<file path="config.mk">
export PLATFORM = sky130hd
export DESIGN_NAME = cfg_loader
export DESIGN_NICKNAME = d
export VERILOG_FILES = /design/src/rtl/cfg_loader_pkg.sv /design/src/rtl/cfg_mode_decode.sv /design/src/rtl/cfg_word_writer.sv /design/src/rtl/cfg_loader.sv
export SDC_FILE = /design/constraint.sdc
export NUM_CORES = 1
export LEC_CHECK = 0
export ABC_AREA = 1
export BUFFER_PORTS_ARGS = -buffer_cell sky130_fd_sc_hd__buf_2
export CORE_AREA = 2 2 95 97
export CTS_CLUSTER_DIAMETER = 200
export DETAILED_ROUTE_END_ITERATION = 10
export DIE_AREA = 0 0 97 99
export PLACE_DENSITY_LB_ADDON = 0.05
export SLEW_MARGIN = 20
export SYNTH_ARGS = -nofsm -noshare
export SYNTH_HDL_FRONTEND = slang
export SYNTH_HIERARCHICAL = 1
export SYNTH_SLANG_ARGS = --single-unit
export TNS_END_PERCENT = 10
</file>
<file path="constraint.sdc">
create_clock -name clk_i -period 3.5 [get_ports clk_i]
set_input_delay 0.35 -clock clk_i [delete_from_list [all_inputs] [get_ports clk_i]]
set_output_delay 0.35 -clock clk_i [all_outputs]
set_load 0.05 [all_outputs]
</file>
<file path="src/rtl/cfg_loader_pkg.sv">
`timescale 1ns/1ps
package cfg_loader_pkg;
  localparam int unsigned CHUNK_W      = 12;
  localparam int unsigned TREE_AW      = 14;
  localparam int unsigned PARAM_AW     = 12;
  localparam int unsigned PARAM_CHUNKS = 5;

  typedef enum logic [1:0] {
    MODE_RUN      = 2'b00,
    MODE_TREE_WR  = 2'b01,
    MODE_PARAM_WR = 2'b10,
    MODE_TEST     = 2'b11
  } cfg_mode_e;
endpackage

</file>
<file path="src/rtl/cfg_mode_decode.sv">
`timescale 1ns/1ps
module cfg_mode_decode
  import cfg_loader_pkg::*;
(
  input  logic [1:0] mode_i,
  output logic       eval_en_o,
  output logic       test_en_o,
  output logic       tree_en_o,
  output logic       param_en_o
);
  always_comb begin
    eval_en_o  = 1'b0;
    test_en_o  = 1'b0;
    tree_en_o  = 1'b0;
    param_en_o = 1'b0;
    case (cfg_mode_e'(mode_i))
      MODE_RUN:      eval_en_o  = 1'b1;
      MODE_TREE_WR:  tree_en_o  = 1'b1;
      MODE_PARAM_WR: param_en_o = 1'b1;
      default:       test_en_o  = 1'b1;
    endcase
  end
endmodule

</file>
<file path="src/rtl/cfg_word_writer.sv">
`timescale 1ns/1ps
// Captures CHUNKS bus beats into one word, then strobes a write in the following cycle.
module cfg_word_writer #(
  parameter int unsigned CHUNK_W = 12,
  parameter int unsigned CHUNKS  = 1,
  parameter int unsigned ADDR_W  = 14,
  localparam int unsigned WORD_W = CHUNK_W * CHUNKS,
  localparam int unsigned CNT_W  = $clog2(CHUNKS + 1)
) (
  input  logic               clk_i,
  input  logic               rst_ni,
  input  logic               en_i,
  input  logic [CHUNK_W-1:0] chunk_i,
  output logic [ADDR_W-1:0]  addr_o,
  output logic [WORD_W-1:0]  word_o,
  output logic               we_o
);
  localparam logic [CNT_W-1:0] LastPhase = CNT_W'(CHUNKS);

  logic [CNT_W-1:0]   phase_q;
  logic [ADDR_W-1:0]  addr_q;
  logic [CHUNK_W-1:0] chunk_q [CHUNKS];
  logic               commit;

  assign commit = en_i && (phase_q == LastPhase);

  always_ff @(posedge clk_i or negedge rst_ni) begin
    if (!rst_ni) begin
      phase_q <= '0;
      addr_q  <= '0;
    end else if (!en_i) begin
      phase_q <= '0;
      addr_q  <= '0;
    end else if (commit) begin
      phase_q <= '0;
      addr_q  <= addr_q + 1'b1;
    end else begin
      phase_q <= phase_q + 1'b1;
    end
  end

  for (genvar g = 0; g < CHUNKS; g++) begin : g_chunk
    always_ff @(posedge clk_i or negedge rst_ni) begin
      if (!rst_ni) chunk_q[g] <= '0;
      else if (en_i && phase_q == CNT_W'(g)) chunk_q[g] <= chunk_i;
    end
    assign word_o[g*CHUNK_W +: CHUNK_W] = chunk_q[g];
  end

  assign addr_o = addr_q;
  assign we_o   = commit;

  // a strobe is always followed by a capture cycle
  a_r2_we_single_cycle: assert property (@(posedge clk_i) disable iff (!rst_ni)
    we_o |=> !we_o);
  // each commit advances the address by one
  a_r3_addr_step: assert property (@(posedge clk_i) disable iff (!rst_ni)
    we_o |=> addr_o == $past(addr_o) + 1'b1);
  // exit clears address and drops the pending word
  a_r6_exit_addr_zero: assert property (@(posedge clk_i) disable iff (!rst_ni)
    !en_i |=> addr_o == '0);
  a_r6_exit_no_we: assert property (@(posedge clk_i) disable iff (!rst_ni)
    !en_i |=> !we_o);
endmodule

</file>
<file path="src/rtl/cfg_loader.sv">
`timescale 1ns/1ps
module cfg_loader
  import cfg_loader_pkg::*;
(
  input  logic                                clk_i,
  input  logic                                rst_ni,
  input  logic [1:0]                          mode_i,
  input  logic [CHUNK_W-1:0]                  data_i,
  output logic                                eval_en_o,
  output logic                                test_en_o,
  output logic [TREE_AW-1:0]                  tree_addr_o,
  output logic [CHUNK_W-1:0]                  tree_data_o,
  output logic                                tree_we_o,
  output logic [PARAM_AW-1:0]                 param_addr_o,
  output logic [CHUNK_W*PARAM_CHUNKS-1:0]     param_data_o,
  output logic                                param_we_o
);
  logic tree_en, param_en;

  cfg_mode_decode u_decode (
    .mode_i     (mode_i),
    .eval_en_o  (eval_en_o),
    .test_en_o  (test_en_o),
    .tree_en_o  (tree_en),
    .param_en_o (param_en)
  );

  cfg_word_writer #(
    .CHUNK_W (CHUNK_W),
    .CHUNKS  (1),
    .ADDR_W  (TREE_AW)
  ) u_tree_wr (
    .clk_i   (clk_i),
    .rst_ni  (rst_ni),
    .en_i    (tree_en),
    .chunk_i (data_i),
    .addr_o  (tree_addr_o),
    .word_o  (tree_data_o),
    .we_o    (tree_we_o)
  );

  cfg_word_writer #(
    .CHUNK_W (CHUNK_W),
    .CHUNKS  (PARAM_CHUNKS),
    .ADDR_W  (PARAM_AW)
  ) u_param_wr (
    .clk_i   (clk_i),
    .rst_ni  (rst_ni),
    .en_i    (param_en),
    .chunk_i (data_i),
    .addr_o  (param_addr_o),
    .word_o  (param_data_o),
    .we_o    (param_we_o)
  );

  // one memory written at a time
  a_r7_single_we: assert property (@(posedge clk_i) disable iff (!rst_ni)
    $onehot0({tree_we_o, param_we_o}));
  // run and test modes never write
  a_r1_no_we_outside_load: assert property (@(posedge clk_i) disable iff (!rst_ni)
    (eval_en_o || test_en_o) |-> !(tree_we_o || param_we_o));
endmodule

</file>
==> impl_metrics.env <==
export IMPL_seqCellArea_um2=2550
export IMPL_diodes=0
export IMPL_cts_htree_levels=3
export IMPL_final_cell_mix="145 x nand2_1, 116 x buf_2, 102 x dfrtp_1"
export IMPL_grt_overflow_total=0
export IMPL_place_inst=685
export IMPL_ys_seq_elements=102
export IMPL_grt_usage=0.208
export IMPL_grt_pass1_vias=3269
export IMPL_drive_gt1_frac=0.251
export IMPL_worst_pin_slew_ns=0.896
export IMPL_synthTopCellsByArea="dfrtp_1 60%, nand2_1 13%, o21ai_0 7.7%"
export IMPL_synth_distinct_cells=25
export IMPL_antenna_found_initial=0
export IMPL_routedWlPerCell_um=13.6
export IMPL_required_ns=3.15
export IMPL_clk_path_buf_depth=2
export IMPL_layout_min_cycle_time_ns=2.08
export IMPL_skew_ns=0.0103
export IMPL_clk_pin_slew_worst_paths_ns=0.10
export IMPL_cts_resized=0
export IMPL_yosys_warnings=6
export IMPL_drtPass1Iterations=5
export IMPL_floorplan_initialDensity=0.494
export IMPL_drv_cap=0
export IMPL_rows=34
export IMPL_hp_class="in2async"
export IMPL_core_area_um2=8550
export IMPL_cts_hold_buf=0
export IMPL_multi_input_area_um2=1410
export IMPL_relSlewSlack=0.403
export IMPL_r2r_start="u_param_wr/phase_q[1]$_DFF_PN0_"
export IMPL_crit_type="reg2out"
export IMPL_cts_tree="yes"
export IMPL_die_width_um=97
export IMPL_ys_seq_area_frac=0.604
export IMPL_synth_top_area_frac=0.604
export IMPL_min_period_over_period=0.595
export IMPL_cellLeakagePower_nw=2.81
export IMPL_post_drt_via_cell_ratio=4.91
export IMPL_startpoint="u_param_wr/phase_q[1]$_DFF_PN0_"
export IMPL_clock_sinks=102
export IMPL_fmax_mhz=480
export IMPL_cts_setup_buffers=0
export IMPL_crit_arrival_ns=1.73
export IMPL_rsz0062_at_grt="no"
export IMPL_root_buffer="clkbuf_8"
export IMPL_place_ws_ns=1.62
export IMPL_yosys_area_top_type="dfrtp_1"
export IMPL_mostFrequentLayoutCell="nand2_1"
export IMPL_dieArea_um2=9600
export IMPL_crit_fanout=10
export IMPL_n_fill_cell=777
export IMPL_setup_violations=0
export IMPL_worst_r2r_setup_slack_ns=1.70
export IMPL_end_kind="output pin"
export IMPL_cts_made_buffers=9
export IMPL_crit_path_end="param_we_o"
export IMPL_syn_inst=471
export IMPL_grt_max_degree=72
export IMPL_gp_congestion=0.765
export IMPL_num_nets_final=611
export IMPL_route_vias_total=3439
export IMPL_antenna_left=0
export IMPL_syn_avg_cell_area_um2=8.97
export IMPL_final_cells=701
export IMPL_hpwl_um=6880
export IMPL_finalHoldViolations=0
export IMPL_drt_iter0_drc=146
export IMPL_syn2layout_area_growth_pct=21.1
export IMPL_worst_slack_ns=1.42
export IMPL_clk_latency_ns=0.36
export IMPL_wl_um=9500
export IMPL_peakVddDrop_uv=364
export IMPL_power_density_nw_per_um2=568
export IMPL_synth_area_um2=4220
export IMPL_drc=0
export IMPL_io_pins=118
export IMPL_status="complete, no violations"
export IMPL_grt_pass1_wl_um=16100
export IMPL_synth_nets=494
export IMPL_r2r_end="u_param_wr/word_o[13]$_DFFE_PN0P_"
export IMPL_reg2regPathDepth=4
export IMPL_drv_slew=0
export IMPL_portBuffers=117
export IMPL_setup_tns_final_ns=0
export IMPL_startpoint_type="register"
export IMPL_die_height_um=99
==> cells in the mapped netlist <==
cell and count:
ha_1 7, nor2_4 3, a22o_1 1, nand3_1 17, nand3b_1 1, nor2_1 34
a31oi_1 1, buf_2 10, o211ai_1 1, o21bai_2 1, o21ai_0 65, nand4_1 5
nand2_2 3, o21a_1 1, o21bai_1 2, nor2_2 1, inv_1 48, dfrtp_1 102
o21ai_1 1, clkbuf_1 5, nor3_1 2, inv_2 2, nand2_1 145, nand3_2 2
a21oi_1 11
==> state kept, by name, summed over array words and instances, names as in the netlist <==
signal / count
u_param_wr/phase_q: 3
u_param_wr/addr_o: 12
u_tree_wr/addr_o: 14
u_tree_wr/phase_q: 1
u_tree_wr/word_o: 12
u_param_wr/word_o: 60
==> worst min path at each step <==
stage | slack [ns] | endpoint | startpoint
finish | 0.09 | u_tree_wr/addr_o[3]$_DFFE_PN0P_ | rst_ni
floorplan | 0.05 | u_param_wr/addr_o[0]$_DFFE_PN0P_ | rst_ni
global route | 0.17 | u_tree_wr/addr_o[3]$_DFFE_PN0P_ | rst_ni
CTS | 0.13 | u_tree_wr/addr_o[3]$_DFFE_PN0P_ | rst_ni
global placement | 0.45 | u_tree_wr/word_o[8]$_DFFE_PN0P_ | u_tree_wr/word_o[8]$_DFFE_PN0P_
detailed placement | 0.45 | u_tree_wr/word_o[3]$_DFFE_PN0P_ | u_tree_wr/word_o[3]$_DFFE_PN0P_
==> routing by layer <==
metal	track usage	part of all wire	vias up
met3	0.0582	0.057	6
met4	0.0574	0.010	0
met2	0.361	0.51	83
li1	-	-	1735
met1	0.258	0.42	1615
met5	0	0	-
==> layout make-up <==
class | count | area share
Inverter | 50 | 0.0367
Sequential cell | 102 | 0.499
Clock buffer | 9 | 0.0242
Tap cell | 108 | 0.0264
Clock inverter | 7 | 0.0159
Multi-Input combinational cell | 304 | 0.277
Timing Repair Buffer | 121 | 0.121
==> critical path, cell delays in order (launching register included) <==
cell and delay (ns):
dfrtp_1 0.41, inv_1 0.09, ha_1 0.22, nand2_2 0.16, nor2_1 0.20, buf_2 0.30
==> per-stage QoR <==
stage               hold slack (ns)  utilization  cell area (um2)  total power, mW
floorplan                    0.0544            -             4220             1.95
global placement              0.449        0.574             4910             2.16
detailed placement            0.453        0.574             4910             2.17
CTS                           0.134        0.598             5110             2.94
global route                  0.167        0.598             5110             3.04
finish                       0.0946        0.598             5110             2.91
==> where the power goes <==
part / switching (mW) / total [mW] / internal, mW
clock: 0.425 / 0.764 / 0.340
combinational: 0.618 / 0.768 / 0.150
sequential: 0.0739 / 1.37 / 1.30
==> cells by family (layout without fill, tap and decap cells) <==
logic type,after synthesis,after routing,synth area share
compound gates,84,84,0.105
fa+ha+maj,7,7,0.0207
buf+inv,65,187,0.0607
flops,102,102,0.604
simple gates,213,213,0.209
Power figures use the tool's default switching activity.
